File: src/rtl/lrsc_monitor.sv
module lrsc_monitor #(
  parameter int NCTX        = 4,
  parameter int AW          = 32,
  parameter int CNT_W       = 20,
  parameter int WARN_PERIOD = 100000
) (
  input  logic                    clk,
  input  logic                    rst,
  input  logic                    req_valid,
  output logic                    req_ready,
  input  logic [$clog2(NCTX)-1:0] req_ctx,
  input  logic [AW-1:0]           req_addr,
  input  logic                    req_write,
  input  logic                    req_locked,
  input  logic                    req_uncache,
  output logic                    rsp_valid,
  output logic [1:0]              rsp_code,
  output logic                    mem_commit,
  output logic                    warn_valid,
  output logic [$clog2(NCTX)-1:0] warn_ctx
);
  localparam int CW = $clog2(NCTX);
  localparam int GW = AW - 4;
  localparam int PW = $clog2(WARN_PERIOD);

  logic [NCTX-1:0]  rsv_vld;
  logic [GW-1:0]    rsv_gran [NCTX];
  logic [CNT_W-1:0] fail_cnt [NCTX];
  logic [PW-1:0]    phase    [NCTX];

  logic unused_low;
  assign unused_low = ^req_addr[3:0];

  assign req_ready = ~rst;

  wire          fire     = req_valid & req_ready;
  wire [GW-1:0] gran     = req_addr[AW-1:4];
  wire          is_ll    = fire & ~req_write & req_locked;
  wire          is_sc    = fire & req_write & req_locked;
  wire          own_flag = rsv_vld[req_ctx];
  wire          own_hit  = own_flag && (rsv_gran[req_ctx] == gran);
  wire          sc_ok    = is_sc & (req_uncache | own_hit);
  wire          sc_fail  = is_sc & ~sc_ok;
  wire          commit   = fire & req_write & (~req_locked | sc_ok);
  wire          cnt_sat  = &fail_cnt[req_ctx];
  wire          warn_now = sc_fail & ~cnt_sat &
                           (phase[req_ctx] == PW'(WARN_PERIOD - 1));

  for (genvar i = 0; i < NCTX; i++) begin : g_ctx
    wire mine = (req_ctx == CW'(i));
    always_ff @(posedge clk) begin
      if (rst) begin
        rsv_vld[i]  <= 1'b0;
        rsv_gran[i] <= '0;
        fail_cnt[i] <= '0;
        phase[i]    <= '0;
      end else begin
        if (is_ll && mine) begin
          rsv_vld[i]  <= 1'b1;
          rsv_gran[i] <= gran;
        end else if (commit && rsv_vld[i] && rsv_gran[i] == gran) begin
          rsv_vld[i] <= 1'b0;
        end else if (sc_fail && mine) begin
          rsv_vld[i] <= 1'b0;
        end
        if (is_sc && mine) begin
          if (sc_ok) begin
            fail_cnt[i] <= '0;
            phase[i]    <= '0;
          end else if (!cnt_sat) begin
            fail_cnt[i] <= fail_cnt[i] + 1'b1;
            phase[i]    <= warn_now ? '0 : phase[i] + 1'b1;
          end
        end
      end
    end
  end

  always_ff @(posedge clk) begin
    if (rst) begin
      rsp_valid  <= 1'b0;
      rsp_code   <= 2'd0;
      mem_commit <= 1'b0;
      warn_valid <= 1'b0;
      warn_ctx   <= '0;
    end else begin
      rsp_valid  <= is_sc;
      rsp_code   <= req_uncache ? 2'd2 : {1'b0, own_flag};
      mem_commit <= commit;
      warn_valid <= warn_now;
      warn_ctx   <= req_ctx;
    end
  end
endmodule

File: config.mk
export PLATFORM = sky130hd
export DESIGN_NAME = lrsc_monitor
export DESIGN_NICKNAME = d
export VERILOG_FILES = /design/src/rtl/lrsc_monitor.sv
export SDC_FILE = /design/constraint.sdc
export NUM_CORES = 1
export LEC_CHECK = 0
export ABC_AREA = 0
export BUFFER_PORTS_ARGS = -buffer_cell sky130_fd_sc_hd__buf_2
export CAP_MARGIN = 20
export CORE_MARGIN = 2
export CORE_UTILIZATION = 51
export DETAILED_ROUTE_END_ITERATION = 8
export PLACE_DENSITY = 0.79
export SYNTH_ARGS = -nofsm -noshare
export SYNTH_HDL_FRONTEND = slang
export SYNTH_SLANG_ARGS = --single-unit
File: constraint.sdc
create_clock -name clk -period 6.38 [get_ports clk]
set_input_delay 1.276 -clock clk [delete_from_list [all_inputs] [get_ports clk]]
set_output_delay 1.276 -clock clk [all_outputs]
set_load 0.01 [all_outputs]
* Word level (Yosys, flattened, before mapping)
Memories as Yosys holds them, arrays and structs flattened.
Index checks and enable logic that the tools add are counted.
** Word-level totals
- Register bits :: 11
- Memory bits (writable) :: 260
- Input bits :: 40
- Output and inout port bits :: 8
- Word-level logic and storage cells :: 176
- Memories kept :: 3
** Cells by class
- Add/subtract/negate cells :: 8
- $lt $le $gt $ge :: 1
- Equal/unequal tests :: 9
- Mux-type cells :: 80
- Bitwise logic cells :: 37
- Reduce and logical (&&, ||, !) cells :: 28
** Memory list
- rsv_gran :: depth 4, width 28, rd ports 5, clocked after Yosys merged registers in 0, wr ports 4, RTL line 27 : logic [GW-1:0] rsv_gran [NCTX];
- fail_cnt :: depth 4, width 20, rd ports 5, clocked after Yosys merged registers in 0, wr ports 4, RTL line 28 : logic [CNT_W-1:0] fail_cnt [NCTX];
- phase :: depth 4, width 17, rd ports 5, clocked after Yosys merged registers in 0, wr ports 4, RTL line 29 : logic [PW-1:0] phase [NCTX];
** Operators with widths (count)
- 17-bit two-way mux :: 12
- 20-bit two-way mux :: 8
- 28-bit equality test :: 5
- 28-bit two-way mux :: 4
- 20-bit by 1-bit adder with 20-bit output, second input constant :: 4
- 17-bit by 1-bit adder with 17-bit output, second input constant :: 4
- 1-bit two-way mux :: 54
- 1-bit bitwise OR :: 22
- 1-bit logical AND :: 21
- 20-bit AND reduction :: 1
- 17-bit equality test, second input constant :: 1
- 3-bit nonzero test :: 4
- 1-bit bitwise AND :: 10
- 1-bit NOT :: 5
- 2-bit equality test, second input constant :: 2
- 2-bit by 3-bit < comparator with 1-bit output, second input constant :: 1
- 1-bit binary-select mux with 2-bit select :: 1
- 2-bit by 1-bit equality test with 1-bit output, second input constant :: 1
- 2-bit logical NOT :: 1
- 2-bit two-way mux :: 1
- 2-bit OR reduction :: 1

* Longest topological paths before layout
Gate-level depths: netlist (run 1).
- Depth after elaboration :: 11
- Depth in mapped cells :: 12
- Gate-level depth less buffers :: 8

* Least setup slack after synthesis (run 1)
Ideal clock, no wire load.
- Kind :: input to register
- From :: in req_ctx[1]
- To :: mem rsv_gran[3][0] (netlist name) (enable)
- Library setup time :: 0.452 ns
- Data arrival time :: 4.396 ns
- Required time :: 5.928 ns
- Path slack :: 1.532 ns
- Cell stages on the path :: 6
- Path buffers :: 4
- Cell sequence :: buf_2 -> buf_2 -> buf_4 -> clkbuf_1 -> nand2_1 -> o21ai_0
** RTL lines
- from (decl) :: RTL line 11 : input logic [$clog2(NCTX)-1:0] req_ctx,
- to (decl) :: RTL line 27

==> impl_metrics.env, run 1 <==
export IMPL_hp_class="reg -> reg"
export IMPL_hp_start="fail_cnt[3][19]"
export IMPL_rsz0062_at_grt="false"
export IMPL_outcome="finished, final reports clean"
export IMPL_cts_max_level=1
export IMPL_cts_path_max_buffers=3
export IMPL_cts_setup_buffers=0
export IMPL_tns_ps=0
export IMPL_grt_pass1_vias=10100
export IMPL_viasPerCell=5.79
export IMPL_cap_violations=0
export IMPL_chipWidth_um=175
export IMPL_p_leak_nw=5.63
export IMPL_cts_root_buf="clkbuf_16"
export IMPL_cp_required_ps=6630
export IMPL_max_slew_margin=0.366
export IMPL_cts_sinks=271
export IMPL_worst_setup_path_start_kind="primary input"
export IMPL_ctsResizeCount=0
export IMPL_antenna_left=0
export IMPL_ys_flop_type="edfxtp_1"
export IMPL_overflow=0
export IMPL_worstHoldPathCells=2
export IMPL_ios=48
export IMPL_globalRouteTotalUtil=0.217
export IMPL_wl_met3_mm=2.28
export IMPL_die_area_um2=30700
export IMPL_finalMaxSlewViolations=0
export IMPL_wl_met1_mm=14.3
export IMPL_nets=1393
export IMPL_critPathBufInv=2
export IMPL_synthTopCellsByArea="edfxtp_1 52%, xor2_1 9.3%, xnor2_1 6.1%, nor2_1 4.9%, and2_1 4.1%"
export IMPL_dp_hpwl_mm=22.2
export IMPL_setup_viol=0
export IMPL_arrival_ps=5310
export IMPL_globalplace_congestion=0.898
export IMPL_fmax_ghz=0.198
export IMPL_die_y_um=175
export IMPL_crit_path_cell_trace="buf_2 > mux4_2 > xnor2_1 > nand4_1 > nor4_1 > and3_1 > a21oi_1 > a21oi_1 > a31o_2 > buf_4"
export IMPL_cpMaxStageDelayCell="buf_2"
export IMPL_wirelength_mm=33.4
export IMPL_num_fill_cells=2321
export IMPL_synth_area_leader_cell="edfxtp_1"
export IMPL_core_um2=28800
export IMPL_start_util=0.520
export IMPL_max_stage_delay_ps=700
export IMPL_grt_max_degree=55
export IMPL_drt_pass1_iter_count=5
export IMPL_skew_ps=32.3
export IMPL_multi_input_area_um2=6560
export IMPL_min_to="fail_cnt[3][19]"
export IMPL_crit_path_end_kind="flop"
export IMPL_synth_edf_count=260
export IMPL_cp_top_family="simple AND/OR/NAND/NOR gates"
export IMPL_hold_violations=0
export IMPL_yosysWarnings=0
export IMPL_path_clk_slew_ps=60
export IMPL_path_max_fanout=33
export IMPL_crit_type="in -> reg"
export IMPL_fin_util=0.573
export IMPL_ys_types=63
export IMPL_rows=62
export IMPL_yosysTopAreaCellShare=0.522
export IMPL_ys_async_sr_fraction=0
export IMPL_top_layer="met5"
export IMPL_io_buffers=43
export IMPL_period_minus_slack_ps=5060
export IMPL_p_per_area_nw_per_um2=256
export IMPL_final_layout_size_suffix_gt1_frac=0.106
export IMPL_grt_pass1_wl_mm=53.3
export IMPL_vdd_ir_drop_max_mv=0.210
export IMPL_ys_seq_area_frac=0.537
export IMPL_dr_first_iter_drc_count=994
export IMPL_seqCellArea_um2=8030
export IMPL_r2r_end="phase[3][0]"
export IMPL_syn_nets=1365
export IMPL_netlist_area_um2=15000
export IMPL_reg2regPathDepth=9
export IMPL_worst_pin_slew_ps=942
export IMPL_r2r_start="rsv_gran[3][24]"
export IMPL_syn_inst=1317
export IMPL_cts_tree="yes"
export IMPL_remaining_drc_errors=0
export IMPL_synth_seq_cells=271
export IMPL_antenna_found_initial=4
export IMPL_syn_area_per_cell_um2=11.4
export IMPL_cts_hold_buffers=0
export IMPL_wl_met2_mm=15.7
export IMPL_r2r_slack_ps=2440
export IMPL_timing_final_crit_share=0.792
export IMPL_cp_common_cell="a21oi_1"
export IMPL_numCtsBuffers=30
export IMPL_drt_wirelength_per_cell_um=19.0
export IMPL_vias=10200
export IMPL_clkLatencyLatePin_ps=580
export IMPL_syn_to_final_growth_pct=10.3
-- routing by layer --
layer  vias up  GRT usage
met4         2     0.0760
met3        72     0.0355
met5         -          0
li1       4744          -
met2       352      0.352
met1      4987      0.297
-- worst max path at each step --
stage               cells after the start  startpoint  slack (ps)        endpoint
detailed placement                     10  req_ctx[0]         850     phase[3][6]
floorplan                               6  req_ctx[1]        1530  rsv_gran[3][0]
global placement                       10  req_ctx[0]         910     phase[3][1]
global route                           10  req_ctx[0]        1160     phase[3][0]
CTS                                    10  req_ctx[0]        1430     phase[3][0]
finish                                 10  req_ctx[0]        1320     phase[3][0]
-- cells in the mapped netlist (7+ instances only) --
master / count
nand2_1: 53
xnor2_1: 105
and4_1: 9
nand3_1: 67
mux4_2: 17
nor2_1: 196
a21oi_1: 12
clkbuf_1: 38
nor4_1: 31
nor3_1: 29
ha_1: 8
and2_1: 99
inv_1: 21
buf_4: 13
mux2i_1: 22
and3_1: 26
nand4_1: 38
dfxtp_1: 11
edfxtp_1: 260
xor2_1: 158
nor4b_1: 7
-- metrics by stage --
stage | total power [mW] | std cells | area, µm² | setup WS [ps] | hold WS [ps]
final | 4.22 | 1755 | 16500 | 1320 | 578
after global routing | 4.34 | 1753 | 16500 | 1160 | 611
after CTS | 4.24 | 1753 | 16500 | 1430 | 583
after detailed placement | 2.47 | 1697 | 15500 | 851 | 571
after global placement | 2.46 | 1696 | 15500 | 907 | 540
after floorplan | 2.36 | 1317 | 15000 | 1530 | 527
-- logic make-up (layout without fill, tap and decap cells) --
family                     Yosys count  in the layout  share of synthesized area
muxes                               42             42                     0.0426
adders and majority gates            8              8                    0.00669
and+or+nand+nor                    588            588                      0.204
DFF                                271            271                      0.537
xor gates and xnor gates           263            263                      0.154
buffers and inverters               85            137                     0.0261
other                                0              2                          0
AOI/OAI and AO/OA                   60             60                     0.0300
-- placed cells by master (no fill, tap or decap), types with 7 or more instances in the layout --
| cell type | count |
|---|---|
| and3_1 | 26 |
| nor4b_1 | 7 |
| xnor2_1 | 105 |
| a21oi_1 | 12 |
| nor2_1 | 196 |
| dfxtp_1 | 11 |
| mux4_2 | 17 |
| nand3_1 | 67 |
| nor3_1 | 28 |
| ha_1 | 8 |
| nand2_1 | 53 |
| nand4_1 | 38 |
| and4_1 | 9 |
| and2_1 | 99 |
| nor4_1 | 31 |
| buf_2 | 42 |
| buf_4 | 18 |
| inv_1 | 21 |
| mux2i_1 | 22 |
| clkinv_2 | 7 |
| clkbuf_16 | 30 |
| edfxtp_1 | 260 |
| xor2_1 | 158 |
-- tightest hold or removal path, cell delays in order (launching register included) --
cell	delay, ps
edfxtp_1	340
a31oi_1	40
nor2_1	80
-- area by class of cell --
cell class / count / area share
repair buffers: 60 / 0.0209
clock inverters: 20 / 0.0143
clock buffers: 36 / 0.0469
multi-input cells: 961 / 0.397
flip-flops and latches: 271 / 0.486
diodes: 2 / 0.000303
well taps: 384 / 0.0291
inverters: 21 / 0.00478
-- flip-flops by register name (all words and copies together) (netlist names) --
register,count
fail_cnt,80
rsp_code,2
phase,68
rsp_valid,1
mem_commit,1
rsv_gran,112
warn_ctx,2
rsv_vld,4
warn_valid,1
-- where the power goes --
part | switching (mW) | internal [mW]
Combinational | 0.205 | 0.132
Sequential | 0.0713 | 2.03
Clock | 0.717 | 1.06
Total | 0.993 | 3.23
Power figures use the tool's default switching activity.
==> inputs of run 2 (changes only) <==
Settings changed: PLACE_DENSITY 0.79 to 0.82.
Clock period 6.38 ns to 4.1 ns, I/O delays scaled along.
==> run 2 against run 1 <==
  * Hold slack got worse by 67 ps
  * Cell count increased by 0.46%
  * Sequential share of layout area decreased by 0.33 points
  * Non-clock buffer count increased by 11
  * Worst setup slack got worse by 710 ps
  * Critical path type unchanged
  * Critical endpoint is now phase[3][10]
==> impl_metrics.env, run 2 (synthesized netlist as in run 1, its figures left out) <==
export IMPL_hp_class="in -> reg"
export IMPL_p_leak_nw=5.69
export IMPL_syn_to_final_growth_pct=11.1
export IMPL_crit_type="in -> reg"
export IMPL_rsz0062_at_grt="false"
export IMPL_largest_register_ffs=112
export IMPL_timing_final_crit_share=0.851
export IMPL_antenna_found_initial=4
export IMPL_worst_setup_path_start_kind="primary input"
export IMPL_finalMaxSlewViolations=0
export IMPL_drt_pass1_iter_count=5
export IMPL_grt_pass1_vias=10100
export IMPL_cts_path_max_buffers=3
export IMPL_remaining_drc_errors=0
export IMPL_ctsResizeCount=0
export IMPL_skew_ps=21.5
export IMPL_nets=1403
export IMPL_fin_util=0.577
export IMPL_chipWidth_um=175
export IMPL_cp_num_cells=10
export IMPL_cts_max_level=1
export IMPL_final_common_cell="edfxtp_1"
export IMPL_globalRouteTotalUtil=0.215
export IMPL_start_util=0.520
export IMPL_final_layout_size_suffix_gt1_frac=0.113
export IMPL_core_um2=28800
export IMPL_cpMaxStageDelayCell="mux4_2"
export IMPL_numCtsBuffers=29
export IMPL_wirelength_mm=33.0
export IMPL_hold_violations=0
export IMPL_grt_pass1_wl_mm=52.9
export IMPL_rows=62
export IMPL_io_buffers=43
export IMPL_overflow=0
export IMPL_crit_path_cell_trace="buf_2 > buf_12 > mux4_2 > xnor2_1 > o2111ai_1 > nor4b_4 > a21oi_1 > a21oi_1 > a31o_2 > buf_12"
export IMPL_clkLatencyLatePin_ps=570
export IMPL_drt_wirelength_per_cell_um=18.7
export IMPL_dr_first_iter_drc_count=1052
export IMPL_setup_viol=0
export IMPL_cp_required_ps=4360
export IMPL_cts_root_buf="clkbuf_16"
export IMPL_antenna_left=0
export IMPL_regMostFlops="rsv_gran"
export IMPL_grt_max_degree=41
export IMPL_die_y_um=175
export IMPL_cp_top_family="compound AO/OA/AOI/OAI gates"
export IMPL_vdd_ir_drop_max_mv=0.359
export IMPL_viasPerCell=5.79
export IMPL_cts_tree="yes"
export IMPL_max_stage_delay_ps=560
export IMPL_max_slew_margin=0.431
export IMPL_reg2regPathDepth=10
export IMPL_globalplace_congestion=0.946
export IMPL_p_per_area_nw_per_um2=388
export IMPL_dp_hpwl_mm=22.4
export IMPL_cts_hold_buffers=0
export IMPL_die_area_um2=30700
export IMPL_crit_path_end_kind="flop"
export IMPL_tns_ps=0
export IMPL_cap_violations=0
export IMPL_cts_setup_buffers=0
export IMPL_worst_pin_slew_ps=847
export IMPL_outcome="finished, final reports clean"
export IMPL_largest_registers="rsv_gran x112, fail_cnt x80, phase x68"
export IMPL_period_minus_slack_ps=3490
export IMPL_fmax_ghz=0.287
export IMPL_final_cell_mix="260 x edfxtp_1, 196 x nor2_1, 158 x xor2_1"
export IMPL_path_max_fanout=40
export IMPL_ios=48
export IMPL_arrival_ps=3750
export IMPL_vias=10200
export IMPL_critPathBufInv=3
export IMPL_worstHoldPathCells=2
export IMPL_path_clk_slew_ps=60
export IMPL_cts_sinks=271
[run 2: changes by cell type in the layout (fill, tap and decap cells not counted), sizes merged]
cell    delta
diode      +1
bufinv     -2
clkbuf     +3
inv        +1
buf       +11
clkinv     -6
[run 2: metrics by stage]
stage          area, µm²  setup slack (ps)  hold slack, ps  total power, mW  instances
2_1_floorplan      15000              80.2             527             3.67       1317
3_3_place_gp       15600               181             544             3.83       1708
3_5_place_dp       15600               194             569             3.85       1708
4_1_cts            16600               760             482             6.48       1760
5_1_grt            16600               553             504             6.64       1760
6_report           16600               612             511             6.45       1763
[run 2: path summary, 6_finish.rpt]
| kind | startpoint | slack, ps | to |
|---|---|---|---|
| setup / recovery | req_ctx[0] | 610 | phase[3][10] |
| hold / removal | req_uncache | 510 | rsp_code[0] |
| setup reg to reg | rsv_gran[2][24] | 900 | phase[3][10] |
| hold reg to reg | fail_cnt[3][19] | 580 | fail_cnt[3][19] |
[run 2: area by class of cell]
class,instances,area (µm²)
Clock inverter,13,159
Clock buffer,39,803
Multi-Input combinational cell,961,6560
Timing Repair Buffer,71,503
Tap cell,384,480
Antenna cell,3,7.51
Inverter,21,78.8
Sequential cell,271,8030
Fill cell,2273,12200
[run 2: layer usage]
metal	vias up	global-route usage	share of wire
met5	-	0	0.00039
met4	2	0.0885	0.039
met3	87	0.0338	0.068
met2	366	0.356	0.48
met1	4990	0.283	0.41
li1	4763	-	-
[run 2: where the power goes]
group	leakage, nW	internal (mW)	switching, mW
registers	2.69	3.16	0.112
logic	2.53	0.219	0.318
clock network	0.472	1.56	1.08
total	5.69	4.94	1.51
